===== config.mk =====
export PLATFORM = sky130hd
export DESIGN_NAME = xirq_edge_latch
export DESIGN_NICKNAME = d
export VERILOG_FILES = /design/src/rtl/xirq_pkg.sv /design/src/rtl/xirq_sync_edge.sv /design/src/rtl/xirq_ctrl_reg.sv /design/src/rtl/xirq_latch.sv /design/src/rtl/xirq_edge_latch.sv
export SDC_FILE = /design/constraint.sdc
export NUM_CORES = 1
export LEC_CHECK = 0
export CAP_MARGIN = 20
export CORE_UTILIZATION = 33
export DETAILED_ROUTE_END_ITERATION = 6
export HOLD_SLACK_MARGIN = 0.08
export PLACE_DENSITY = 0.77
export SKIP_CTS_REPAIR_TIMING = 1
export SLEW_MARGIN = 10
export SYNTH_ARGS = -nofsm -noshare
export SYNTH_HDL_FRONTEND = slang
export SYNTH_SLANG_ARGS = --single-unit
export TNS_END_PERCENT = 50

===== constraint.sdc =====
create_clock -name clk -period 2.6 [get_ports clk]
set_input_delay 0.65 -clock clk [delete_from_list [all_inputs] [get_ports clk]]
set_output_delay 0.65 -clock clk [all_outputs]
set_load 0.005 [all_outputs]

===== src/rtl/xirq_pkg.sv =====
package xirq_pkg;

    localparam int unsigned REG_W  = 8;
    localparam int unsigned ADDR_W = 8;
    localparam int unsigned VEC_W  = 16;

    localparam logic [ADDR_W-1:0] CTRL_ADDR  = 8'h0C;
    localparam logic [VEC_W-1:0]  VEC_ADDR   = 16'h1FF8;
    localparam logic [REG_W-1:0]  CTRL_RESET = 8'h10;

    // bit positions the block decodes
    localparam int unsigned BIT_EN  = 0;
    localparam int unsigned BIT_CLR = 1;

    // control register layout, bit 7 first
    typedef struct packed {
        logic kb_en;     // keyboard enable (storage only)
        logic kb_ack;    // keyboard acknowledge (storage only)
        logic aux_out;   // auxiliary output select (storage only)
        logic aux_en;    // auxiliary enable (storage only)
        logic lv_rst;    // low-voltage reset enable (storage only)
        logic slow;      // slow clock mode (storage only)
        logic clr;       // write-only latch clear, never stored
        logic en;        // interrupt source enable
    } ctrl_t;

    typedef struct packed {
        logic hit;       // access addresses the control register
        logic wr;        // write to the control register
        logic clr;       // write with the clear bit set
    } bus_dec_t;

    function automatic ctrl_t ctrl_from_bus(input logic [REG_W-1:0] d);
        ctrl_t c;
        c = ctrl_t'(d);
        c.clr = 1'b0;
        return c;
    endfunction

    function automatic logic [REG_W-1:0] ctrl_to_bus(input ctrl_t c);
        logic [REG_W-1:0] d;
        d = REG_W'(c);
        d[BIT_CLR] = 1'b0;
        return d;
    endfunction

endpackage


===== src/rtl/xirq_sync_edge.sv =====
module xirq_sync_edge #(
    parameter int unsigned STAGES = 2
) (
    input  logic clk,
    input  logic rst,
    input  logic pin_i,
    output logic fall_o
);
    localparam int unsigned LAST = STAGES - 1;

    logic [STAGES-1:0] chain_q;
    logic              prev_q;

    // idle level is high, so reset to 1 avoids a false edge
    always_ff @(posedge clk) begin
        if (rst) chain_q[0] <= 1'b1;
        else     chain_q[0] <= pin_i;
    end

    generate
        for (genvar i = 1; i < STAGES; i++) begin : g_stage
            always_ff @(posedge clk) begin
                if (rst) chain_q[i] <= 1'b1;
                else     chain_q[i] <= chain_q[i-1];
            end
        end
    endgenerate

    always_ff @(posedge clk) begin
        if (rst) prev_q <= 1'b1;
        else     prev_q <= chain_q[LAST];
    end

    assign fall_o = prev_q & ~chain_q[LAST];

endmodule


===== src/rtl/xirq_ctrl_reg.sv =====
module xirq_ctrl_reg
    import xirq_pkg::*;
(
    input  logic              clk,
    input  logic              rst,
    input  logic [ADDR_W-1:0] addr_i,
    input  logic              we_i,
    input  logic [REG_W-1:0]  wdata_i,
    output logic [REG_W-1:0]  rdata_o,
    output ctrl_t             ctrl_o,
    output logic              clr_o
);
    ctrl_t    ctrl_q;
    bus_dec_t dec;

    always_comb begin
        dec.hit = (addr_i == CTRL_ADDR);
        dec.wr  = dec.hit & we_i;
        dec.clr = dec.wr & wdata_i[BIT_CLR];
    end

    always_ff @(posedge clk) begin
        if (rst)         ctrl_q <= ctrl_t'(CTRL_RESET);
        else if (dec.wr) ctrl_q <= ctrl_from_bus(wdata_i);
    end

    always_comb begin
        if (dec.hit) rdata_o = ctrl_to_bus(ctrl_q);
        else         rdata_o = '0;
    end

    assign ctrl_o = ctrl_q;
    assign clr_o  = dec.clr;

endmodule


===== src/rtl/xirq_latch.sv =====
module xirq_latch (
    input  logic clk,
    input  logic rst,
    input  logic en_i,
    input  logic fall_i,
    input  logic clr_i,
    output logic q_o
);
    logic q;
    logic set_w;

    assign set_w = en_i & fall_i;

    // a new edge wins over a clear in the same cycle
    always_ff @(posedge clk) begin
        if (rst)        q <= 1'b0;
        else if (set_w) q <= 1'b1;
        else if (clr_i) q <= 1'b0;
    end

    assign q_o = q;

endmodule


===== src/rtl/xirq_edge_latch.sv =====
module xirq_edge_latch
    import xirq_pkg::*;
#(
    parameter int unsigned SYNC_STAGES = 2
) (
    input  logic              clk,
    input  logic              rst,
    input  logic              pin_i,
    input  logic              cpu_imask_i,
    input  logic [ADDR_W-1:0] reg_addr_i,
    input  logic              reg_we_i,
    input  logic [REG_W-1:0]  reg_wdata_i,
    output logic [REG_W-1:0]  reg_rdata_o,
    output logic              irq_req_o,
    output logic              pin_sel_o,
    output logic [VEC_W-1:0]  vec_addr_o
);
    ctrl_t ctrl_q;
    logic  clr_w;
    logic  fall_w;
    logic  latch_q;

    xirq_sync_edge #(.STAGES(SYNC_STAGES)) u_sync (
        .clk    (clk),
        .rst    (rst),
        .pin_i  (pin_i),
        .fall_o (fall_w)
    );

    xirq_ctrl_reg u_reg (
        .clk     (clk),
        .rst     (rst),
        .addr_i  (reg_addr_i),
        .we_i    (reg_we_i),
        .wdata_i (reg_wdata_i),
        .rdata_o (reg_rdata_o),
        .ctrl_o  (ctrl_q),
        .clr_o   (clr_w)
    );

    xirq_latch u_latch (
        .clk    (clk),
        .rst    (rst),
        .en_i   (ctrl_q.en),
        .fall_i (fall_w),
        .clr_i  (clr_w),
        .q_o    (latch_q)
    );

    assign irq_req_o  = latch_q & ~cpu_imask_i;
    assign pin_sel_o  = ctrl_q.en;
    assign vec_addr_o = VEC_ADDR;

endmodule


==> results.md, run 1 <==
* Post-synthesis sequential area ratio at 33.85%
* Critical Path RT at 1950 ps
* Worst-skew pair later-pin latency at 260 ps
* Kind of critical path: input port to primary output
* Unique cell type count in the Yosys netlist at 18
* Effective utilization at floorplan at 36.49%
* Filler cells at 165
* Synth Area in Simple Gates at 31.54%
* Num CTS Buffers at 3
* Routability congestion estimate from global placement at 0.7324
* Number of nets with antenna violations after detailed routing at 0
* Total power density per cell area at 342.5 mW/mm2
* Startpoint types: input port
* Number of warning messages in the yosys log at 0
* Mean number of vias per cell at 4.000
* Share of the synthesized netlist area taken by xor and xnor gates at 0%
* Horiz. Die Dim at 46.40 um
* Ratio of cells with drive above 1 in the final layout at 24.53%
* Antenna violations before repair at 0
* Top sig layer: met3
* Final Hold Vio Count at 0
* Synthesized instance count at 72
* Design Area, Final at 979.7 um2
* Most used cells in the layout excluding fill and tap cells: clkdlybuf4s50_1, conb_1, nand2b_1, dfxtp_1, mux2i_1
* Reported leakage power at 0.4362 nW
* Number of inserted diodes at 0
* Die Ht at 46.40 um
* GRT Overall Usage at 12.95%
* Number of sinks driven by the clock tree at 11
* Final number of max-transition violations at 0
* Complex-gate fraction of the synthesized area at 1.923%
* TritonCTS clock tree: done
* Via count of the first global-routing pass at 479
* Area of the mapped netlist at 650.6 um2
* Clock period minus final worst setup slack at 2485 ps
* Routed vias at 524
* Non-filler instance count after layout at 131
* Run status: complete, no violations
* Detailed-routed wire length on met3 at 125 um
* First drt pass iteration count at 2
* Layout overhead on the synthesized area at 50.58%
* Hold crit path type: flip-flop to flip-flop
* Count of max-cap constraint violations at 0
* Met2 wire len at 592 um
* Core ar. at 0.001783 mm2
* IO Pins at 47
* Crit path capture type: primary output
* Number of standard-cell rows in the floorplan at 15
* Utilization after layout at 54.95%
* Register bit count reported by yosys at 11
* Post-synthesis average cell area at 9.036 um2
* Clock edge transition at the registers on the reported setup and hold paths at 70 ps
* Maximum number of pins on one net before global-route repair at 19
* Max Root-Sink Buffers at 2
* Synth Area in Adders at 0%
* Reg-to-reg slack, setup at 1910 ps
* Path depth of the worst reg2reg path at 1
* Post-Route Setup TNS at 0 ps
* Global-route wire length before repair at 1952 um
* CTS Root Buffer Type: clkbuf_4
* Residual DRC at 0
* Area enclosed by the die boundary at 0.002153 mm2
* Average wire per standard cell at 9.481 um
* Total placed instance area at 927.1 um2
* Layout net count at 128
* Final Setup Violations at 0
* Maximum VDD drop at 0.0002479 V
* Count of H-tree levels built during CTS at 1
* Leading cell type in the layout, fill and taps excluded: clkdlybuf4s50_1
* DR iter-0 viols at 3
* Global route total overflow at 0
* Setup repair after global routing missed its margin: no
* Proportion of synthesized area in mux cells at 10.77%
* Hold path depth at 1
* Final worst path period share at 95.56%
* Post-DP HPWL at 978 um
* Total routed wire length on the met1 layer at 525 um
* Dominant combinational cell family by area after synthesis: simple AND/OR/NAND/NOR gates
* Arrival time at the worst endpoint at 1830 ps
* Maximum achievable frequency at 402.5 MHz
* Wire length after detailed routing at 1242 um
* Maximum net fanout on the critical path at 7
* Clk_skew at 0.1526 ps
* Placed Cells at 127
* PortBufs at 29
area by class of cell:
type	instances	area (um2)	area share, %
multi-input combinational	57	374.1	38.19
clock buffer	4	26.28	2.682
inverter	1	3.754	0.3831
sequential	11	220.2	22.48
timing repair buffer	33	324.1	33.08
tap	25	31.28	3.193
path summary, 6_finish.rpt:
| kind | to | from |
|---|---|---|
| setup / recovery | reg_rdata_o[4] | reg_addr_i[6] |
| hold / removal | u_sync.chain_q[1] | u_sync.chain_q[0] |
| setup reg to reg | u_sync.prev_q | u_sync.chain_q[1] |
| hold reg to reg | u_sync.chain_q[1] | u_sync.chain_q[0] |
registers in the layout (all words and copies together) (netlist names):
| register | cells |
|---|---|
| u_sync.prev_q | 1 |
| u_latch.q_o | 1 |
| u_reg.ctrl_o | 7 |
| u_sync.chain_q | 2 |
through the flow:
step | worst slack [ps] | hold slack [ps] | power [mW]
after floorplan | 368.6 | 389.5 | 0.2102
after global placement | -519.0 | 390.9 | 0.2245
after detailed placement | -538.2 | 403.6 | 0.2255
after CTS | -540.2 | 420.1 | 0.3419
after global routing | 72.49 | 443.3 | 0.3553
final | 115.4 | 416.6 | 0.3355
power by group:
group          switching [mW]  internal, mW
logic                  0.0175        0.0332
clock network          0.0548        0.0593
registers            0.000519         0.170
total                  0.0728         0.263
routing by layer:
layer / track usage, % / up-vias
li1: - / 262
met1: 14.89 / 224
met2: 22.78 / 38
met3: 2.745 / 0
met4: 5.294 / 0
met5: 0 / -
cell families after synthesis:
logic type,Yosys count
compound gates,2
other cells,2
flops,11
simple gates,31
mux,7
buf+inv,19
critical path, cell delays in order:
cell	delay (ps)
clkdlybuf4s50_1	390
nand4bb_1	280
nor2_4	160
buf_6	130
and2_4	130
clkbuf_2	100
cells in the mapped netlist:
cell type,count,area (um2)
a21oi_1,1,5.000
and2_1,7,43.79
buf_4,17,127.6
clkbuf_1,1,3.750
conb_1,2,7.510
dfxtp_1,11,220.2
inv_1,1,3.750
mux2i_1,7,70.07
nand2_1,1,3.750
nand2b_1,12,75.07
nand3b_1,1,7.510
nand4bb_1,1,11.26
nor2_1,3,11.26
nor2b_1,1,6.260
nor3_4,1,16.27
o31ai_1,1,7.510
or2_2,3,18.77
or4_4,1,11.26
Note: power is estimated with default switching activity, not from simulation.
==> run 2, diff against run 1 <==
--- a/config.mk
+++ b/config.mk
@@ -7,6 +7,7 @@
 export LEC_CHECK = 0
 export CAP_MARGIN = 20
 export CORE_UTILIZATION = 33
+export CTS_CLUSTER_SIZE = 10
 export DETAILED_ROUTE_END_ITERATION = 6
 export HOLD_SLACK_MARGIN = 0.08
 export PLACE_DENSITY = 0.77
==> results of run 2 <==
Final layout, timing and power as in run 1 (identical DEF).
==> run 3, diff against run 2 <==
--- a/config.mk
+++ b/config.mk
@@ -6,11 +6,12 @@
 export NUM_CORES = 1
 export LEC_CHECK = 0
 export CAP_MARGIN = 20
-export CORE_UTILIZATION = 33
+export CORE_AREA = 2 2 39 41
 export CTS_CLUSTER_SIZE = 10
 export DETAILED_ROUTE_END_ITERATION = 6
+export DIE_AREA = 0 0 41 43
+export DONT_BUFFER_PORTS = 1
 export HOLD_SLACK_MARGIN = 0.08
-export PLACE_DENSITY = 0.77
 export SKIP_CTS_REPAIR_TIMING = 1
 export SLEW_MARGIN = 10
 export SYNTH_ARGS = -nofsm -noshare
==> results.md, run 3 (synthesized netlist as in run 1, its figures left out) <==
* Layout net count at 95
* Global route total overflow at 0
* Setup repair after global routing missed its margin: no
* Count of max-cap constraint violations at 0
* Final Setup Violations at 0
* Wire length after detailed routing at 986 um
* Maximum VDD drop at 0.0003286 V
* Switching Fraction at 21.13%
* Routability congestion estimate from global placement at 0.5544
* Final worst path period share at 92.73%
* CTS Root Buffer Type: clkbuf_4
* Most used cells in the layout excluding fill and tap cells: conb_1, nand2b_1, dfxtp_1, and2_1, mux2i_1
* Via count of the first global-routing pass at 354
* Number of inserted diodes at 0
* Max Root-Sink Buffers at 2
* Average wire per standard cell at 11.08 um
* Number of flip-flops under the largest register name at 7
* Worst-skew pair later-pin latency at 260 ps
* Non-filler instance count after layout at 89
* TritonCTS clock tree: done
* Leading cell type in the layout, fill and taps excluded: conb_1
* Mean number of vias per cell at 4.416
* Run status: complete, no violations
* Arrival time at the worst endpoint at 1760 ps
* Critical Path RT at 1950 ps
* Area enclosed by the die boundary at 0.001763 mm2
* Effective utilization at floorplan at 47.02%
* Residual DRC at 0
* Number of standard-cell rows in the floorplan at 14
* Post-DP HPWL at 754.4 um
* Relative contribution of sequential cells to total power at 56.9%
* Total power density per cell area at 483.2 mW/mm2
* Kind of critical path: input port to primary output
* Clk_skew at 2.218 ps
* Switching power summed over all nets at 0.06350 mW
* Maximum net fanout on the critical path at 7
* Maximum number of pins on one net before global-route repair at 19
* Final number of max-transition violations at 0
* Crit path capture type: primary output
* Core ar. at 0.001384 mm2
* IO Pins at 47
* Number of sinks driven by the clock tree at 11
* DR iter-0 viols at 4
* Num CTS Buffers at 3
* Number of nets with antenna violations after detailed routing at 0
* Ratio of cells with drive above 1 in the final layout at 10.96%
* Global-route wire length before repair at 1531 um
* Fraction of power consumed by the clock network at 37.5%
* GRT Overall Usage at 12.97%
* Layout overhead on the synthesized area at -4.423%
* PortBufs at 0
* Final Hold Vio Count at 0
* Count of H-tree levels built during CTS at 1
* Startpoint types: input port
* Die Ht at 43 um
* Clock edge transition at the registers on the reported setup and hold paths at 70 ps
* Reported leakage power at 0.2477 nW
* Post-Route Setup TNS at 0 ps
* Internal Power at 0.2370 mW
* Routed vias at 393
* Maximum achievable frequency at 414.8 MHz
* Combinational power share at 5.6%
* Placed Cells at 85
* Hold crit path type: flip-flop to flip-flop
* Filler cells at 152
* Horiz. Die Dim at 41 um
* Antenna violations before repair at 0
* Clock period minus final worst setup slack at 2411 ps
* First drt pass iteration count at 4
[run 3: worst paths after layout]
| kind | from | to | slack [ps] | cells past startpoint |
|---|---|---|---|---|
| setup / recovery | reg_addr_i[5] | reg_rdata_o[0] | 190 | 3 |
| hold / removal | u_sync.chain_q[0] | u_sync.chain_q[1] | 410 | 1 |
| setup reg to reg | u_sync.chain_q[1] | u_sync.prev_q | 1910 | 1 |
| hold reg to reg | u_sync.chain_q[0] | u_sync.chain_q[1] | 410 | 1 |
[run 3: power by group through the flow]
stage	Sequential, mW	Combinational (mW)	Clock, mW
after floorplan	0.175	0.0356	0
after global placement	0.175	0.0165	0
after detailed placement	0.175	0.0165	0
after CTS	0.171	0.0166	0.116
after global routing	0.171	0.0207	0.129
final	0.171	0.0169	0.113
[run 3: critical path, cell delays in order]
cell	delay [ps]
or4_4	550
nor2_1	350
and2_1	210
[run 3: area by class of cell]
class / instances / area (um2) / share of cell area [%]
inverter: 1 / 3.754 / 0.6036
tap: 16 / 20.02 / 3.219
sequential: 11 / 220.2 / 35.41
clock buffer: 4 / 26.28 / 4.225
multi-input combinational: 57 / 351.6 / 56.54
[run 3: through the flow]
stage                     worst slack, ps  hold slack, ps  instance area, um2  total power, mW  util, %
after global routing                128.9           441.2               621.8           0.3204    44.94
after CTS                           161.3           416.1               621.8           0.3039    44.94
after detailed placement            162.7           399.3               595.6           0.1913    43.04
after global placement              187.4           391.7               595.6           0.1912    43.04
after floorplan                     368.6           389.5               706.9           0.2102        -
final                               189.0           412.1               621.8           0.3005    44.94
[run 3: per-layer routing]
| metal | track usage, % | up-vias | wire [um] |
|---|---|---|---|
| met3 | 4.188 | 2 | 112 |
| met4 | 8.000 | 0 | 6 |
| li1 | - | 196 | - |
| met1 | 17.22 | 169 | 402 |
| met2 | 17.50 | 26 | 465 |
| met5 | 0 | - | 0 |
